### src/rtl/sched_pkg.sv
package sched_pkg;
   localparam int FIELD_W = 8;

   typedef enum logic [1:0] {
      WIN_NORM = 2'd0,
      WIN_OLD  = 2'd1,
      WIN_C1   = 2'd2,
      WIN_C2   = 2'd3
   } win_e;

   localparam logic COS_ONE = 1'b0;
   localparam logic COS_TWO = 1'b1;
endpackage

### src/rtl/sched_age_timer.sv
module sched_age_timer #(
   parameter int TW  = 8,
   parameter int PRE = 16
) (
   input  logic          clk,
   input  logic          rst_n,
   input  logic          run,
   input  logic          clr,
   input  logic [TW-1:0] thr,
   output logic          expired
);
   localparam int PW = (PRE > 1) ? $clog2(PRE) : 1;

   initial assert (PRE >= 2 && (PRE & (PRE - 1)) == 0)
      else $error("PRE must be a power of two of at least 2");

   logic [PW-1:0] pre_q;
   logic [TW-1:0] units_q;

   assign expired = (thr != '0) && (units_q >= thr);

   always_ff @(posedge clk) begin
      if (!rst_n || !run || clr) begin
         pre_q   <= '0;
         units_q <= '0;
      end else if (!expired && units_q != '1) begin
         if (pre_q == PW'(PRE - 1)) begin
            pre_q   <= '0;
            units_q <= units_q + 1'b1;
         end else begin
            pre_q <= pre_q + 1'b1;
         end
      end
   end

   // a granted boost stays until consumed or the threshold moves
   p_boost_held_r9: assert property (@(posedge clk) disable iff (!rst_n)
      (run && !clr && expired) |=> (expired || thr != $past(thr)));

   // a zero threshold never yields a boost
   p_zero_off_r11: assert property (@(posedge clk) disable iff (!rst_n)
      $rose(expired) |-> thr != '0);
endmodule

### src/rtl/sched_queue.sv
module sched_queue #(
   parameter int DEPTH = 8,
   parameter int ID_W  = 4
) (
   input  logic                       clk,
   input  logic                       rst_n,
   input  logic                       push_en,
   input  logic                       push_cos,
   input  logic [ID_W-1:0]            push_id,
   input  logic                       pop_en,
   input  logic [$clog2(DEPTH)-1:0]   pop_idx,
   output logic [$clog2(DEPTH+1)-1:0] count,
   output logic [DEPTH-1:0]           vld_v,
   output logic [DEPTH-1:0]           cos_v,
   output logic [DEPTH-1:0][ID_W-1:0] id_v
);
   localparam int IW = $clog2(DEPTH);
   localparam int CW = $clog2(DEPTH + 1);

   logic [CW-1:0] wr_pos;

   assign wr_pos = count - CW'(pop_en);

   generate
      for (genvar g = 0; g < DEPTH; g++) begin : g_vld
         assign vld_v[g] = CW'(g) < count;
      end
   endgenerate

   always_ff @(posedge clk) begin
      if (!rst_n) begin
         count <= '0;
         cos_v <= '0;
         id_v  <= '0;
      end else begin
         for (int i = 0; i < DEPTH - 1; i++) begin
            if (pop_en && IW'(i) >= pop_idx) begin
               cos_v[i] <= cos_v[i+1];
               id_v[i]  <= id_v[i+1];
            end
         end
         if (push_en) begin
            cos_v[IW'(wr_pos)] <= push_cos;
            id_v[IW'(wr_pos)]  <= push_id;
         end
         count <= count + CW'(push_en) - CW'(pop_en);
      end
   end

   // occupancy never exceeds the depth
   p_no_overflow_r3: assert property (@(posedge clk) disable iff (!rst_n)
      count <= CW'(DEPTH));

   // an issue without a push lowers occupancy by one
   p_pop_count_r12: assert property (@(posedge clk) disable iff (!rst_n)
      (pop_en && !push_en) |=> count == $past(count) - 1'b1);
endmodule

### src/rtl/sched_pick.sv
module sched_pick
   import sched_pkg::*;
#(
   parameter int DEPTH = 8
) (
   input  logic [DEPTH-1:0]         vld_v,
   input  logic [DEPTH-1:0]         cos_v,
   input  logic                     boost_old,
   input  logic                     boost_c1,
   input  logic                     boost_c2,
   output logic                     has_c1,
   output logic                     has_c2,
   output logic [$clog2(DEPTH)-1:0] sel,
   output win_e                     win
);
   localparam int IW = $clog2(DEPTH);

   logic [IW-1:0] idx1, idx2;

   always_comb begin
      has_c1 = 1'b0;
      has_c2 = 1'b0;
      idx1   = '0;
      idx2   = '0;
      for (int i = DEPTH - 1; i >= 0; i--) begin
         if (vld_v[i] && cos_v[i] == COS_ONE) begin
            has_c1 = 1'b1;
            idx1   = IW'(i);
         end
         if (vld_v[i] && cos_v[i] == COS_TWO) begin
            has_c2 = 1'b1;
            idx2   = IW'(i);
         end
      end
   end

   always_comb begin
      sel = '0;
      win = WIN_NORM;
      if (boost_old && vld_v[0]) begin
         win = WIN_OLD;
      end else if (boost_c1 && has_c1) begin
         sel = idx1;
         win = WIN_C1;
      end else if (boost_c2 && has_c2) begin
         sel = idx2;
         win = WIN_C2;
      end else if (has_c1) begin
         sel = idx1;
      end else begin
         sel = idx2;
      end
   end
endmodule

### src/rtl/prio_age_sched.sv
module prio_age_sched
   import sched_pkg::*;
#(
   parameter int DEPTH = 8,
   parameter int ID_W  = 4,
   parameter int PRE   = 16
) (
   input  logic            clk,
   input  logic            rst_n,
   input  logic            push_valid,
   output logic            push_ready,
   input  logic            push_cos,
   input  logic [ID_W-1:0] push_id,
   input  logic            cfg_we,
   input  logic [31:0]     cfg_wdata,
   output logic [31:0]     cfg_rdata,
   output logic            iss_valid,
   input  logic            iss_ready,
   output logic            iss_cos,
   output logic [ID_W-1:0] iss_id
);
   localparam int IW     = $clog2(DEPTH);
   localparam int CW     = $clog2(DEPTH + 1);
   localparam int NTIMER = 3;

   initial assert (DEPTH >= 2 && ID_W >= 1)
      else $error("DEPTH must be at least 2 and ID_W at least 1");

   logic [FIELD_W-1:0] thr_q [NTIMER];
   logic [NTIMER-1:0]  run_v, clr_v, exp_v;
   logic [CW-1:0]          count;
   logic [DEPTH-1:0]       vld_v, cos_v;
   logic [DEPTH-1:0][ID_W-1:0] id_v;
   logic [IW-1:0]          sel;
   win_e                   win;
   logic                   has_c1, has_c2, push_en, fire;

   // timer 0: queue head, timer 1: class 1, timer 2: class 2
   always_ff @(posedge clk) begin
      if (!rst_n) begin
         for (int k = 0; k < NTIMER; k++) thr_q[k] <= '1;
      end else if (cfg_we) begin
         thr_q[1] <= cfg_wdata[23:16];
         thr_q[2] <= cfg_wdata[15:8];
         thr_q[0] <= cfg_wdata[7:0];
      end
   end

   assign cfg_rdata = {8'h00, thr_q[1], thr_q[2], thr_q[0]};

   assign push_ready = count != CW'(DEPTH);
   assign push_en    = push_valid && push_ready;
   assign iss_valid  = count != '0;
   assign fire       = iss_valid && iss_ready;
   assign iss_cos    = cos_v[sel];
   assign iss_id     = id_v[sel];

   assign run_v = {has_c2, has_c1, iss_valid};
   assign clr_v = {fire && win == WIN_C2, fire && win == WIN_C1,
                   fire && win == WIN_OLD};

   generate
      for (genvar t = 0; t < NTIMER; t++) begin : g_tmr
         sched_age_timer #(.TW(FIELD_W), .PRE(PRE)) u_tmr (
            .clk     (clk),
            .rst_n   (rst_n),
            .run     (run_v[t]),
            .clr     (clr_v[t]),
            .thr     (thr_q[t]),
            .expired (exp_v[t])
         );
      end
   endgenerate

   sched_queue #(.DEPTH(DEPTH), .ID_W(ID_W)) u_queue (
      .clk      (clk),
      .rst_n    (rst_n),
      .push_en  (push_en),
      .push_cos (push_cos),
      .push_id  (push_id),
      .pop_en   (fire),
      .pop_idx  (sel),
      .count    (count),
      .vld_v    (vld_v),
      .cos_v    (cos_v),
      .id_v     (id_v)
   );

   sched_pick #(.DEPTH(DEPTH)) u_pick (
      .vld_v     (vld_v),
      .cos_v     (cos_v),
      .boost_old (exp_v[0]),
      .boost_c1  (exp_v[1]),
      .boost_c2  (exp_v[2]),
      .has_c1    (has_c1),
      .has_c2    (has_c2),
      .sel       (sel),
      .win       (win)
   );

   // a full queue refuses pushes
   p_full_refuse_r3: assert property (@(posedge clk) disable iff (!rst_n)
      count == CW'(DEPTH) |-> !push_ready);

   // nothing is presented from an empty queue
   p_empty_idle_r12: assert property (@(posedge clk) disable iff (!rst_n)
      count == '0 |-> !iss_valid);

   // a queue-head boost issues the head entry
   p_old_head_r7: assert property (@(posedge clk) disable iff (!rst_n)
      (fire && win == WIN_OLD) |-> iss_id == id_v[0]);

   // a class-1 boost never comes from a disabled threshold
   p_c1_enabled_r11: assert property (@(posedge clk) disable iff (!rst_n)
      (fire && win == WIN_C1) |-> thr_q[1] != '0);
endmodule

### config.mk
export PLATFORM = sky130hd
export DESIGN_NAME = prio_age_sched
export DESIGN_NICKNAME = d
export VERILOG_FILES = /design/src/rtl/sched_pkg.sv /design/src/rtl/sched_age_timer.sv /design/src/rtl/sched_queue.sv /design/src/rtl/sched_pick.sv /design/src/rtl/prio_age_sched.sv
export SDC_FILE = /design/constraint.sdc
export NUM_CORES = 1
export LEC_CHECK = 0
export ABC_AREA = 1
export ABC_CLOCK_PERIOD_IN_PS = 10400
export CORE_ASPECT_RATIO = 0.5
export CORE_MARGIN = 4
export CORE_UTILIZATION = 30
export DETAILED_ROUTE_END_ITERATION = 7
export PLACE_DENSITY = 0.6
export SLEW_MARGIN = 20
export SYNTH_ARGS = -nofsm -noshare
export SYNTH_HDL_FRONTEND = slang
export SYNTH_HIERARCHICAL = 1
export SYNTH_SLANG_ARGS = --single-unit
### constraint.sdc
create_clock -name clk -period 10.4 [get_ports clk]
set_input_delay 2.08 -clock clk [delete_from_list [all_inputs] [get_ports clk]]
set_output_delay 2.08 -clock clk [all_outputs]
set_load 0.01 [all_outputs]
==> run metrics, run 1 <==
Routed Antenna Nets=0; WL final=19100 um; GRT met3 Usage=3.15%; number of synthesized flops with an enable pin=24; worst reg-to-reg setup slack=6.67 ns; Die H=120 um; Antenna Diode Count=0; CTS Buf Count=9; CP startpoint=thr_q[0][15]; Die Width=231 um; Layout Cells excl Fill=1520; vias in the first global route=6762; Worst setup EP type=output port; clock-pin slew on the worst setup and hold paths=0.07 ns; Final Max Slew Viols=0; M1 GR Usage=18.4%; Layout area overhead=14.9%; GP Congestion=0.833; final setup violation count=0; setup_tns=0 ns; initial antenna violation count=0; largest net degree at the start of global routing=50; WP data arrival=4.29 ns; WL per Instance=12.6 um; vias per std cell=4.60; Worst Hold Slack=0.491 ns; vias=6985; top cells by area, synth=dfxtp_1, nand2_1, edfxtp_1; GRT Util Overall=14.3%; HP Class=reg2reg; gate count of the mapped netlist=1131; clock buffer depth=2; met2 GRT Util=23.9%; Hold Vio Cnt, Final=0; Startpoint Class=flop; min-delay src=g_tmr[2].u_tmr/pre_q[1]; Starting Density=30.8%; worst vdd ir=0.208 mV; Lkg Pwr=3.93 nW; post_cts resized=0; CP Max Fanout=21; Starting DRT DRC Count=417; GR Overflow Total=0; Post-CTS Setup Repair Bufs=0; Final Critical Period=6.37 ns; max cap viols=0; Top Usage Layer GRT=met2; register area=0.00232 mm^2; later-pin clock latency in the skew report=0.37 ns; Fill cells=2627; critical path class=reg2out; site row count=40; library cells used by synthesis=37; global-route wire length before repair=32600 um; Power, Total=2.04 mW; Die ar.=0.0276 mm^2; WP data required=8.32 ns; H-tree levels=3; Synth async-reset ratio=0%; clock sink total=104; hpwl dp=14000 um; mapped cell area=0.00747 mm^2; status=finished, final reports clean; unrepaired setup endpoints after global routing=false; 1st-pass router iterations=5; Max-Slew Margin vs Limit=37.3%; PortBufs=64; maximum clock frequency=0.157 GHz; ys flop type=dfxtp_1; # IOs=81; CTS tree=built; Worst-Margin Slew=0.937 ns; proportion of netlist area held by the largest area contributor=21.4%; FF+latch count, synth=104; Clock Root Buffer=clkbuf_16; Multi-input gate area=0.00418 mm^2; reg-to-reg startpoint=thr_q[0][15]; core footprint=0.0242 mm^2; drt drc=0; sequential share of the synthesized area=31.1%; share of cells above drive strength 1=10.9%; syn_area_per_cell=6.61 um^2; worst clock skew=0.00849 ns; hold buffer count at cts=0; post-synth top area cell=dfxtp_1; Syn. warnings=6; fin nets=1260; PwrDens=237 mW/mm^2; final period utilization=61.3%; DP Cell Count=1504
[per-stage QoR]
stage,worst slack [ns],utilization [%],cell area [um^2]
6_report,4.03,35.4,8580
4_1_cts,4.06,35.4,8580
2_1_floorplan,5.57,-,7500
5_1_grt,3.73,35.4,8580
3_3_place_gp,4.54,34.3,8320
3_5_place_dp,4.51,34.3,8320
[metal layers]
layer	wire, um	up-vias
li1	-	3599
met1	9160	3201
met2	8570	151
met3	853	34
met4	515	0
met5	0	-
[worst max-delay path, cell delays in order (launching register included)]
cell and delay, ns:
edfxtp_1 0.40, inv_1 0.06, ha_1 0.31, a21o_1 0.16, nor2_1 0.18, nand3_1 0.12
nand2_2 0.39, inv_1 0.25, o21ai_4 0.22, nand2_1 0.07, a21oi_1 0.17, buf_4 0.27
clkinv_1 0.35, nand3_1 0.25, nand2_1 0.08, nand2_1 0.07, nand2_1 0.07, clkdlybuf4s50_1 0.48
[layout by cell type (no fill, tap or decap), types with 2 or more instances in the layout]
cell	n
nor4_2	3
nor2_1	142
nor2_2	5
edfxtp_1	24
nand3_2	26
nand4_1	28
xor2_1	6
a21oi_1	19
buf_4	4
a21o_1	3
conb_1	8
nand2_4	6
nand2_2	17
inv_1	182
dfxtp_1	80
or2_2	24
clkinv_1	5
nand3b_1	5
o21ai_0	10
a31oi_1	3
nor3_2	8
inv_2	10
nand3_1	92
clkdlybuf4s50_1	64
clkbuf_16	9
and2_1	2
ha_1	38
nor2_4	7
nor3_1	12
nand2_1	326
nor4_1	3
a21oi_2	7
[worst paths after layout]
path	to	cells past startpoint
setup reg to reg	u_queue/id_v[5]	19
hold reg to reg	g_tmr[2].u_tmr/pre_q[1]	2
setup / recovery	iss_id[0]	17
hold / removal	g_tmr[2].u_tmr/pre_q[1]	2
[flip-flops by register name, summed over array words and instances (netlist names)]
signal	cells
u_queue/id_v	32
g_tmr.u_tmr/units_q	24
thr_q	24
g_tmr.u_tmr/pre_q	12
u_queue/cos_v	8
u_queue/count	4
[Yosys cell counts (all sizes together), types with 2 or more instances]
cell,count
a21o,3
a21oi,26
a31oi,3
and2,2
buf,34
clkbuf,4
dfxtp,80
edfxtp,24
ha,38
inv,192
nand2,349
nand3,118
nand3b,5
nand4,28
nor2,154
nor3,20
nor4,6
o21ai,12
or2,24
xor2,6
[kinds of logic (layout without fill, tap and decap cells)]
kind of cell	count (synthesis)	after routing	synth area share, %
compound gates	44	44	3.55
xor+xnor	6	6	0.703
fa+ha+maj	39	39	6.63
buf+inv	231	277	13.4
flops	104	104	31.1
other cells	1	8	0.0502
simple gates	706	706	44.6
[cell type report]
class	count	area share (%)
Clock buffer	11	2.83
Sequential cell	104	27.1
Inverter	193	8.44
Tap cell	336	4.90
Multi-Input combinational cell	803	48.7
Clock inverter	5	0.262
Timing Repair Buffer	68	7.81
[where the power goes]
part           total (mW)  leakage, nW  switching (mW)  internal [mW]
combinational        1.16         2.93           0.758          0.407
clock               0.326        0.126           0.160          0.166
sequential          0.547        0.874          0.0639          0.483
Power figures use the tool's default switching activity.
==> run 2, diff against run 1 <==
--- a/config.mk
+++ b/config.mk
@@ -6,12 +6,12 @@
 export NUM_CORES = 1
 export LEC_CHECK = 0
 export ABC_AREA = 1
-export ABC_CLOCK_PERIOD_IN_PS = 10400
+export ABC_CLOCK_PERIOD_IN_PS = 5200
 export CORE_ASPECT_RATIO = 0.5
 export CORE_MARGIN = 4
 export CORE_UTILIZATION = 30
 export DETAILED_ROUTE_END_ITERATION = 7
-export PLACE_DENSITY = 0.6
+export PLACE_DENSITY = 0.61
 export SLEW_MARGIN = 20
 export SYNTH_ARGS = -nofsm -noshare
 export SYNTH_HDL_FRONTEND = slang
==> constraint.sdc (replaced) <==
create_clock -name clk -period 5.2 [get_ports clk]
set_input_delay 1.04 -clock clk [delete_from_list [all_inputs] [get_ports clk]]
set_output_delay 1.04 -clock clk [all_outputs]
set_load 0.01 [all_outputs]
==> run 2 against run 1 <==
Utilization up 0.12 points. Total power up 100%. Global-route usage down 0.074 points. Sequential share of layout area down 0.094 points. Non-clock buffer count up 3. Die area unchanged. Flip-flop and latch count unchanged. Critical path depth up 3. Combinational power up 100%.
==> run metrics, run 2 (same netlist as run 1, synthesis figures left out) <==
status=finished, final reports clean; 1st-pass router iterations=5 (unchanged); Final Max Slew Viols=0 (unchanged); CP most frequent cell=nand2_1; DP Worst Slack=0.878 ns (-3.64 ns); Startpoint Class=flop; Worst path max stage delay=0.54 ns (+0.06 ns); HP Class=reg2reg; GRT Util Overall=14.2% (-0.074 points); initial antenna violation count=0 (unchanged); Die Width=231 um (unchanged); Setup WS post-layout=0.427 ns (-3.60 ns); post_cts resized=0 (unchanged); largest net degree at the start of global routing=50 (unchanged); slowest CP cell=clkdlybuf4s50_1; CP startpoint=thr_q[0][15]; WL per Instance=12.5 um (-0.75%); max cap viols=0 (unchanged); Lkg Pwr=3.95 nW (+0.67%); worst path bufs/invs=5 (unchanged); CP Max Fanout=20 (-4.8%); Starting DRT DRC Count=548 (+31%); PwrDens=474 mW/mm^2 (+100%); later-pin clock latency in the skew report=0.36 ns (about the same); WP data arrival=3.73 ns (-0.56 ns); maximum clock frequency=0.210 GHz; Worst setup EP type=output port; Antenna Diode Count=0 (unchanged); Worst path top cell family by delay=simple AND/OR/NAND/NOR gates; Max-Slew Margin vs Limit=37.7% (+0.35 points); Layout area overhead=15.3%; # IOs=81 (unchanged); Biggest register=u_queue/id_v; fin nets=1263 (+0.24%); Die H=120 um (unchanged); Hold Vio Cnt, Final=0 (unchanged); critical path class=reg2out; vias=6944 (-0.59%); WP data required=4.16 ns (-4.16 ns); CP Depth=20 (+3); site row count=40 (unchanged); most common cell after layout, fill and taps aside=nand2_1; Routed Antenna Nets=0 (unchanged); worst vdd ir=0.506 mV (+140%); CTS tree=built; vias per std cell=4.56 (-0.72%); hold buffer count at cts=0 (unchanged); Starting Density=30.8% (unchanged); PortBufs=64 (unchanged); vias in the first global route=6810 (+0.71%); Die ar.=0.0276 mm^2 (unchanged); setup_tns=0 ns (unchanged); Post-CTS Setup Repair Bufs=0 (unchanged); final core area utilization=35.6% (+0.12 points); hpwl dp=14200 um (+1.4%); CP endpoint=iss_id[0]; final setup violation count=0 (unchanged); unrepaired setup endpoints after global routing=false; Clock Root Buffer=clkbuf_16; global-route wire length before repair=32300 um (-0.95%); FF-to-FF End=u_queue/id_v[6]; clock sink total=104 (unchanged); CP cell instances=inv_1 > ha_1 > nand2_1 > nor2_2 > nand4_1 > nand3_1 > nand2_2 > inv_1 > nand2_2 > nand2_2 > nand4_1 > a21oi_2 > buf_4 > inv_2 > nand2_1 > nand3_1 > nand2_1 > nand2_1 > nand2_1 > clkdlybuf4s50_1; final period utilization=91.8%; FF-to-FF path depth=19 (unchanged); WL final=19000 um (-0.62%); Worst-Margin Slew=0.932 ns (-0.00531 ns); reg-to-reg startpoint=thr_q[0][5]; Power, Total=4.08 mW (+100%); Largest register FFs=32 (unchanged); GP Congestion=0.838 (+0.61%); Largest regs=u_queue/id_v x32, g_tmr.u_tmr/units_q x24, thr_q x24; Final Critical Period=4.77 ns; most frequent cells in the layout=nand2_1, inv_1, nor2_1; worst reg-to-reg setup slack=1.87 ns (-4.80 ns); clock buffer depth=2 (unchanged); CTS Buf Count=9 (unchanged); core footprint=0.0242 mm^2 (unchanged); clock-pin slew on the worst setup and hold paths=0.07 ns (about the same); H-tree levels=3 (unchanged); share of cells above drive strength 1=11.4% (+0.49 points); GR Overflow Total=0 (unchanged); worst clock skew=0.0100 ns (+0.00151 ns); drt drc=0 (unchanged)
==> run 2: cell count changes in the layout (fill, tap and decap cells not counted) <==
cell / previous run / this run
clkinv_1: 5 / 1
buf_4: 4 / 7
clkinv_2: 0 / 2
clkbuf_8: 1 / 2
clkinvlp_4: 1 / 0
inv_4: 0 / 1
==> run 2: per-layer routing <==
metal,GRT usage [%],wire length [um]
met1,17.6,8800
met2,24.9,9080
met3,3.08,777
met4,4.17,325
met5,0,0
==> run 2: worst min path at each step <==
stage                                        from                 endpoint  depth (start not counted)
after floorplan           g_tmr[0].u_tmr/pre_q[1]  g_tmr[0].u_tmr/pre_q[1]                          2
after global placement    g_tmr[2].u_tmr/pre_q[1]  g_tmr[2].u_tmr/pre_q[1]                          2
after detailed placement  g_tmr[1].u_tmr/pre_q[1]  g_tmr[1].u_tmr/pre_q[1]                          2
after CTS                 g_tmr[1].u_tmr/pre_q[1]  g_tmr[1].u_tmr/pre_q[1]                          2
after global routing      g_tmr[0].u_tmr/pre_q[1]  g_tmr[0].u_tmr/pre_q[1]                          2
final                     g_tmr[1].u_tmr/pre_q[1]  g_tmr[1].u_tmr/pre_q[1]                          2
==> run 2: cell type report <==
type	instances	area, um^2
multi-input combinational	803	4180
tap	336	420
timing repair buffer	71	693
sequential	104	2320
clock inverter	3	16.3
inverter	193	724
fill	2608	15600
clock buffer	12	256
==> run 2: report_power, final <==
| part | leakage (nW) | switching [mW] | internal, mW |
|---|---|---|---|
| clock network | 0.139 | 0.309 | 0.347 |
| registers | 0.874 | 0.132 | 0.965 |
| logic | 2.94 | 1.50 | 0.826 |
| total | 3.95 | 1.94 | 2.14 |
==> run 2: through the flow <==
stage | hold slack (ns) | std cells | instance area, um^2
final | 0.486 | 1522 | 8610
after global routing | 0.513 | 1522 | 8610
after CTS | 0.488 | 1522 | 8610
after floorplan | 0.456 | 1138 | 7500
after detailed placement | 0.478 | 1507 | 8340
after global placement | 0.470 | 1507 | 8340
==> run 2: worst reg2reg max path, cell delays in order, from the launching register on <==
cell and delay, ns:
edfxtp_1 0.41, inv_1 0.06, ha_1 0.30, a21oi_1 0.14
nor2_1 0.06, nor2_1 0.10, nand3_1 0.10, nand2_2 0.36
inv_1 0.10, nand2_1 0.10, inv_1 0.09, a21oi_1 0.24
buf_4 0.26, inv_2 0.05, nand2_1 0.33, nor2_1 0.21
nand2_1 0.11, nand3_1 0.07, nand2_1 0.09, nor2_1 0.04
==> run 3, diff against run 2 <==
--- a/config.mk
+++ b/config.mk
@@ -10,6 +10,7 @@
 export CORE_ASPECT_RATIO = 0.5
 export CORE_MARGIN = 4
 export CORE_UTILIZATION = 30
+export CTS_CLUSTER_SIZE = 10
 export DETAILED_ROUTE_END_ITERATION = 7
 export PLACE_DENSITY = 0.61
 export SLEW_MARGIN = 20
==> results of run 3 <==
Same layout as run 2: the final DEF is identical, and so are final timing and power.
